===== config.mk =====
export PLATFORM = sky130hd
export DESIGN_NAME = cpu_irq_hub
export DESIGN_NICKNAME = d
export VERILOG_FILES = /design/src/rtl/cih_pkg.sv /design/src/rtl/cih_decode.sv /design/src/rtl/cih_pending.sv /design/src/rtl/cih_rsp_slot.sv /design/src/rtl/cpu_irq_hub.sv
export SDC_FILE = /design/constraint.sdc
export NUM_CORES = 1
export LEC_CHECK = 0
export BUFFER_PORTS_ARGS = -buffer_cell sky130_fd_sc_hd__buf_2
export CAP_MARGIN = 5
export CORE_MARGIN = 2
export CORE_UTILIZATION = 43
export DETAILED_ROUTE_END_ITERATION = 10
export PLACE_DENSITY = 0.8
export SYNTH_ARGS = -nofsm -noshare
export SYNTH_HDL_FRONTEND = slang
export SYNTH_SLANG_ARGS = --single-unit

===== constraint.sdc =====
create_clock -name clk -period 2.1 [get_ports clk]
set_input_delay 0.42 -clock clk [delete_from_list [all_inputs] [get_ports clk]]
set_output_delay 0.42 -clock clk [all_outputs]
set_load 0.005 [all_outputs]

===== src/rtl/cih_pkg.sv =====
package cih_pkg;
  localparam int DATA_W = 32;
  localparam int MAX_CPU = 4;

  // control-register field positions (decoded by software, so they are fixed)
  localparam int CTL_REQ_LSB  = 12;
  localparam int CTL_CLR_LSB  = 8;
  localparam int CTL_TCLR_LSB = 4;
  localparam int CTL_NOP_BIT  = 28;
  localparam int CTL_RD_IPI   = 8;
  localparam int CTL_RD_TMR   = 4;

  typedef enum logic [1:0] {
    SEL_CTRL     = 2'd0,
    SEL_IPI_PEND = 2'd1,
    SEL_TMR_PEND = 2'd2,
    SEL_IPI_REQ  = 2'd3
  } reg_sel_e;

  typedef struct packed {
    logic [DATA_W-1:0] rdata;
    logic              err;
    logic              warn;
  } rsp_t;
endpackage


===== src/rtl/cih_decode.sv =====
module cih_decode
  import cih_pkg::*;
#(
  parameter int NCPU = 4
) (
  input  logic              write,
  input  logic [1:0]        addr,
  input  logic [DATA_W-1:0] wdata,
  input  logic [1:0]        cpu,
  input  logic [NCPU-1:0]   ipi_q,
  input  logic [NCPU-1:0]   tmr_q,
  output logic [NCPU-1:0]   ipi_set,
  output logic [NCPU-1:0]   ipi_clr,
  output logic [NCPU-1:0]   tmr_clr,
  output rsp_t              rsp
);
  logic [NCPU-1:0] vec;
  logic            ctl_any;
  logic            unused_bits;

  assign vec     = wdata[NCPU-1:0];
  assign ctl_any = (|wdata[15:4]) | wdata[CTL_NOP_BIT];
  assign unused_bits = ^{wdata[31:29], wdata[27:16]};

  always_comb begin
    ipi_set = '0;
    ipi_clr = '0;
    tmr_clr = '0;
    rsp     = '0;
    if (write) begin
      unique case (reg_sel_e'(addr))
        SEL_CTRL: begin
          if (!ctl_any) rsp.err = 1'b1;
          else begin
            ipi_set = wdata[CTL_REQ_LSB +: NCPU];
            ipi_clr = wdata[CTL_CLR_LSB +: NCPU];
            tmr_clr = wdata[CTL_TCLR_LSB +: NCPU];
          end
        end
        SEL_IPI_PEND: begin
          if (vec == '0) rsp.err = 1'b1;
          else ipi_clr = vec;
        end
        SEL_TMR_PEND: tmr_clr = vec;
        SEL_IPI_REQ: begin
          if (vec == '0) rsp.err = 1'b1;
          else ipi_set = vec;
        end
        default: rsp.err = 1'b1;
      endcase
      // clear is evaluated against the old vector, request against the cleared one
      rsp.warn = (|(ipi_set & ipi_q & ~ipi_clr)) | (|(ipi_clr & ~ipi_q));
    end else begin
      unique case (reg_sel_e'(addr))
        SEL_CTRL: begin
          rsp.rdata[CTL_RD_IPI +: NCPU] = ipi_q;
          rsp.rdata[CTL_RD_TMR +: NCPU] = tmr_q;
          rsp.rdata[1:0]                = cpu;
        end
        SEL_IPI_PEND: rsp.rdata[NCPU-1:0] = ipi_q;
        SEL_TMR_PEND: rsp.rdata[NCPU-1:0] = tmr_q;
        default:      rsp.rdata = '0;
      endcase
    end
  end
endmodule


===== src/rtl/cih_pending.sv =====
module cih_pending #(
  parameter int NCPU = 4
) (
  input  logic            clk,
  input  logic            rst_n,
  input  logic [NCPU-1:0] set,
  input  logic [NCPU-1:0] clr,
  output logic [NCPU-1:0] q
);
  for (genvar i = 0; i < NCPU; i++) begin : g_bit
    always_ff @(posedge clk) begin
      if (!rst_n)      q[i] <= 1'b0;
      else if (set[i]) q[i] <= 1'b1;
      else if (clr[i]) q[i] <= 1'b0;
    end

    p_set_wins_r6: assert property (@(posedge clk) disable iff (!rst_n)
      set[i] |=> q[i]) else $error("set lost on bit %0d", i);
    p_clear_only_r2: assert property (@(posedge clk) disable iff (!rst_n)
      (clr[i] && !set[i]) |=> !q[i]) else $error("clear lost on bit %0d", i);
    p_hold_r3: assert property (@(posedge clk) disable iff (!rst_n)
      (!clr[i] && !set[i]) |=> $stable(q[i])) else $error("bit %0d moved", i);
  end
endmodule


===== src/rtl/cih_rsp_slot.sv =====
module cih_rsp_slot
  import cih_pkg::*;
(
  input  logic clk,
  input  logic rst_n,
  input  logic load,
  input  rsp_t din,
  input  logic out_ready,
  output logic in_ready,
  output logic out_valid,
  output rsp_t dout
);
  assign in_ready = !out_valid || out_ready;

  always_ff @(posedge clk) begin
    if (!rst_n) begin
      out_valid <= 1'b0;
      dout      <= '0;
    end else if (load) begin
      out_valid <= 1'b1;
      dout      <= din;
    end else if (out_ready) begin
      out_valid <= 1'b0;
    end
  end

  p_hold_rsp_r11: assert property (@(posedge clk) disable iff (!rst_n)
    (out_valid && !out_ready) |=> (out_valid && $stable(dout)))
    else $error("response changed under back-pressure");
  p_one_rsp_r11: assert property (@(posedge clk) disable iff (!rst_n)
    load |=> out_valid) else $error("missing response");
endmodule


===== src/rtl/cpu_irq_hub.sv =====
module cpu_irq_hub
  import cih_pkg::*;
#(
  parameter int NCPU = 4
) (
  input  logic              clk,
  input  logic              rst_n,
  input  logic              tick,
  input  logic              req_valid,
  output logic              req_ready,
  input  logic              req_write,
  input  logic [1:0]        req_addr,
  input  logic [DATA_W-1:0] req_wdata,
  input  logic [1:0]        req_cpu,
  output logic              rsp_valid,
  input  logic              rsp_ready,
  output logic [DATA_W-1:0] rsp_rdata,
  output logic              rsp_err,
  output logic              rsp_warn,
  output logic [NCPU-1:0]   ipi_irq,
  output logic [NCPU-1:0]   tmr_irq
);
  localparam int unsigned NC = (NCPU > MAX_CPU) ? MAX_CPU : NCPU;

  logic            accept;
  logic [NC-1:0]   d_set, d_clr, d_tclr;
  logic [NC-1:0]   ipi_q, tmr_q;
  rsp_t            d_rsp, q_rsp;

  assign accept = req_valid && req_ready;

  cih_decode #(.NCPU(NC)) u_dec (
    .write(req_write), .addr(req_addr), .wdata(req_wdata), .cpu(req_cpu),
    .ipi_q(ipi_q), .tmr_q(tmr_q),
    .ipi_set(d_set), .ipi_clr(d_clr), .tmr_clr(d_tclr), .rsp(d_rsp)
  );

  cih_pending #(.NCPU(NC)) u_ipi (
    .clk(clk), .rst_n(rst_n),
    .set(accept ? d_set : '0), .clr(accept ? d_clr : '0), .q(ipi_q)
  );

  cih_pending #(.NCPU(NC)) u_tmr (
    .clk(clk), .rst_n(rst_n),
    .set({NC{tick}}), .clr(accept ? d_tclr : '0), .q(tmr_q)
  );

  cih_rsp_slot u_rsp (
    .clk(clk), .rst_n(rst_n), .load(accept), .din(d_rsp),
    .out_ready(rsp_ready), .in_ready(req_ready), .out_valid(rsp_valid), .dout(q_rsp)
  );

  assign rsp_rdata = q_rsp.rdata;
  assign rsp_err   = q_rsp.err;
  assign rsp_warn  = q_rsp.warn;
  assign ipi_irq   = ipi_q;
  assign tmr_irq   = tmr_q;

  p_tick_all_r5: assert property (@(posedge clk) disable iff (!rst_n)
    tick |=> (&tmr_irq)) else $error("tick did not mark all processors");
  p_err_no_change_r8: assert property (@(posedge clk) disable iff (!rst_n)
    (accept && d_rsp.err) |=> $stable(ipi_irq)) else $error("error request changed IPI");
  p_no_take_r11: assert property (@(posedge clk) disable iff (!rst_n)
    (rsp_valid && !rsp_ready) |-> !req_ready) else $error("ready while response held");
endmodule


==> out/metrics.cfg <==
[route]
route.detailed.drc = 0
route.detailed.wl_per_inst_um = 13.5
vias = 1349
drt_first_iter_violations = 59
dr.pass1.iters = 5
vias_per_std_cell = 5.37
antenna_left = 0
routed_wirelength_um = 3400

[setup_path]
crit_fanout = 16
cpMaxStageDelayCell = ha_1
cp-startpoint = req_addr[0]
worstPathCellList = buf_2 -> inv_1 -> ha_1 -> nor4b_2 -> nand4_1 -> a211o_1 -> a21boi_2
critical_path_buf_inv_count = 2
end_kind = flop
worst-setup-path-type = input pin to flop
worst-r2r-setup-slack_ns = 0.59
startpoint_type = input pin
worst-endpoint-required_ns = 2.37
r2r-start = u_rsp.out_valid$_SDFFE_PN0P_
kind_of_cell_adding_the_most_delay_to_the_critical_path = adder cells
cpPeakStageDelay_ns = 0.49
endpoint_of_the_most_critical_register_to_register_path = u_rsp.dout[5]$_SDFFE_PN0P_
timing.critical_path.arrival_ns = 1.99
reg2reg_depth = 4

[clocking]
cts.root.buffer_cell = clkbuf_4
tritoncts = built
clock_path_buffers = 2
cts_hold_repair.buffers = 0
htree_num_levels = 1
post-cts-setup-buffers = 0
clock_sink_count = 23
clock_latency_ns = 0.32
ctsResizeCount = 0
tritoncts.num_buffers = 3
clkTransAtPathRegs_ns = 0.14

[place]
gp_congestion = 0.888
count_of_port_buffers_added_during_placement = 50
post-dp-hpwl_um = 2510

[global_route]
grt_pass1_vias = 1162
track_usage_pct = 18.3
grt_start_max_net_pins = 24
grt-ovfl-total = 0
wire_length_of_the_first_global_routing_pass_um = 5240
initial_antenna_violation_count = 0

[yosys]
synth_top_cells_by_area = dfxtp_1 32%, buf_4 11%, a21boi_0 7.4%, a22oi_1 7.4%, o21a_1 4.2%
synth.yosys.seq_area_share_pct = 32.5
synth_area_mm2 = 0.00142
synth_enable_flop_cells = 0
synth_cell_types = 34
asyncSetResetFlopFracSynth_pct = 0
synth.largest_area_cell = dfxtp_1
ys.warnings.count = 0
post_synth.cell_area_avg_um2 = 8.76
synth-main-ff-cell = dfxtp_1
syn-instance-count = 162
postSynthRegisterBits = 23
synth_top_area_share_pct = 32.5

[job]
max-cap-violations = 0

[sta]
layout_worst_path_cycle_share_pct = 81.8
relSlewSlack_pct = 64.5
period_minus_slack_ns = 1.72
fmaxAchievable_mhz = 582
rsz0062_at_grt = false
setup-tns-final_ns = 0
hold_viol_final = 0
timing.clock.skew_ns = 0.0110
worst-slew-pin-transition_ns = 0.533
maxSlewViolCount = 0
timing.hold.ws_ns = 0.349
setup_violations = 0

[pwr]
leakage_nw = 0.707
powerDensity_mw_per_mm2 = 509
power.ir.vdd_worst_mv = 0.422

[floorplanning]
die_h_um = 61.4
design.core.area_mm2 = 0.00310
die-area_mm2 = 0.00377
die_w_um = 61.4
rows = 20
initial_core_util_pct = 45.7
pin_count = 86

[layout]
final_cell_mix = 50 x buf_2, 23 x dfxtp_1, 20 x conb_1
flow.area_growth_from_synthesis_pct = 15.5
antenna_cells = 0
final_layout_size_suffix_gt1_share_pct = 30.9
mostFrequentLayoutCell = buf_2
fill_cells = 309
fin_nets = 254

[worst_hold_path]
hold_end = u_tmr.q[0]$_SDFFE_PN0P_
hold_path_class = input pin to flop
hp-start = tick
hold_depth = 2

[status]
status = finished clean

## how the worst max path moves through the flow
stage          slack (ns)                         end  cells after the start
3_3_place_gp          0.1  u_rsp.dout[1]$_SDFFE_PN0P_                      7
6_report             0.38  u_rsp.dout[1]$_SDFFE_PN0P_                      7
5_1_grt              0.23  u_rsp.dout[0]$_SDFFE_PN0P_                      7
3_5_place_dp         0.09  u_rsp.dout[1]$_SDFFE_PN0P_                      7
2_1_floorplan        0.52  u_rsp.dout[0]$_SDFFE_PN0P_                      7
4_1_cts              0.43  u_rsp.dout[1]$_SDFFE_PN0P_                      7
## registers in the layout, summed over array words and instances, names as in the netlist
register and flops:
u_ipi.q 4, u_tmr.q 4, u_rsp.dout 14, u_rsp.out_valid 1
## synth_stat cells, types with 2 or more instances
cell,number
buf_4,20
o21a_1,8
or3_1,3
or4b_1,2
a22oi_1,14
dfxtp_1,23
nor2_1,5
inv_1,3
nand2_1,14
or4_1,2
a21boi_0,14
buf_2,5
o21ai_0,6
clkbuf_1,4
ha_1,4
nand4_1,9
a222oi_1,2
a21boi_1,4
nor4_1,3
and4bb_2,3
## cell families after synthesis
group / Yosys count / share of synthesized area [%]
other cells: 1 / 0.264
flops: 23 / 32.5
fa+ha+maj: 4 / 3.53
simple gates: 48 / 21.2
buf+inv: 33 / 15.0
compound gates: 53 / 27.6
## through the flow
stage | worst slack (ns) | std cells | total power [W] | area, µm² | util, %
after floorplan | 0.523 | 181 | 0.000588 | 1490 | -
after global placement | 0.0982 | 247 | 0.000624 | 1610 | 51.9
after detailed placement | 0.0916 | 247 | 0.000626 | 1610 | 51.9
after CTS | 0.426 | 251 | 0.000833 | 1640 | 52.8
after global routing | 0.233 | 251 | 0.000872 | 1640 | 52.8
final | 0.382 | 251 | 0.000835 | 1640 | 52.8
## layout make-up
type / instances / area (µm²) / area share, %
clock buffers: 3 / 22.5 / 1.37
repair buffers: 52 / 265 / 16.2
multi-input cells: 125 / 817 / 49.8
well taps: 44 / 55.1 / 3.36
clock inverters: 1 / 7.51 / 0.458
flip-flops and latches: 23 / 460 / 28.1
inverters: 3 / 11.3 / 0.687
## routing by layer
metal / vias to the layer above / track usage, % / routed length [µm]
met5: - / 0 / 0
met4: 0 / 3.34 / 26
met3: 4 / 4.41 / 358
met2: 90 / 30.2 / 1540
met1: 606 / 24.6 / 1480
li1: 649 / - / -
## worst register-to-register path, delay by kind of cell (launching register included)
family	cells	cell delay [ns]
AO/OA/AOI/OAI	1	0.14
flip-flops	1	0.35
AND/OR/NAND/NOR	3	0.96
## where the power goes
part	switching [W]	leakage, nW	internal, W	total (W)
clock network	0.000142	0.0139	0.0000728	0.000214
registers	0.0000130	0.187	0.000448	0.000461
logic	0.0000911	0.506	0.0000683	0.000159
total	0.000246	0.707	0.000589	0.000835
Power figures use the tool's default switching activity.
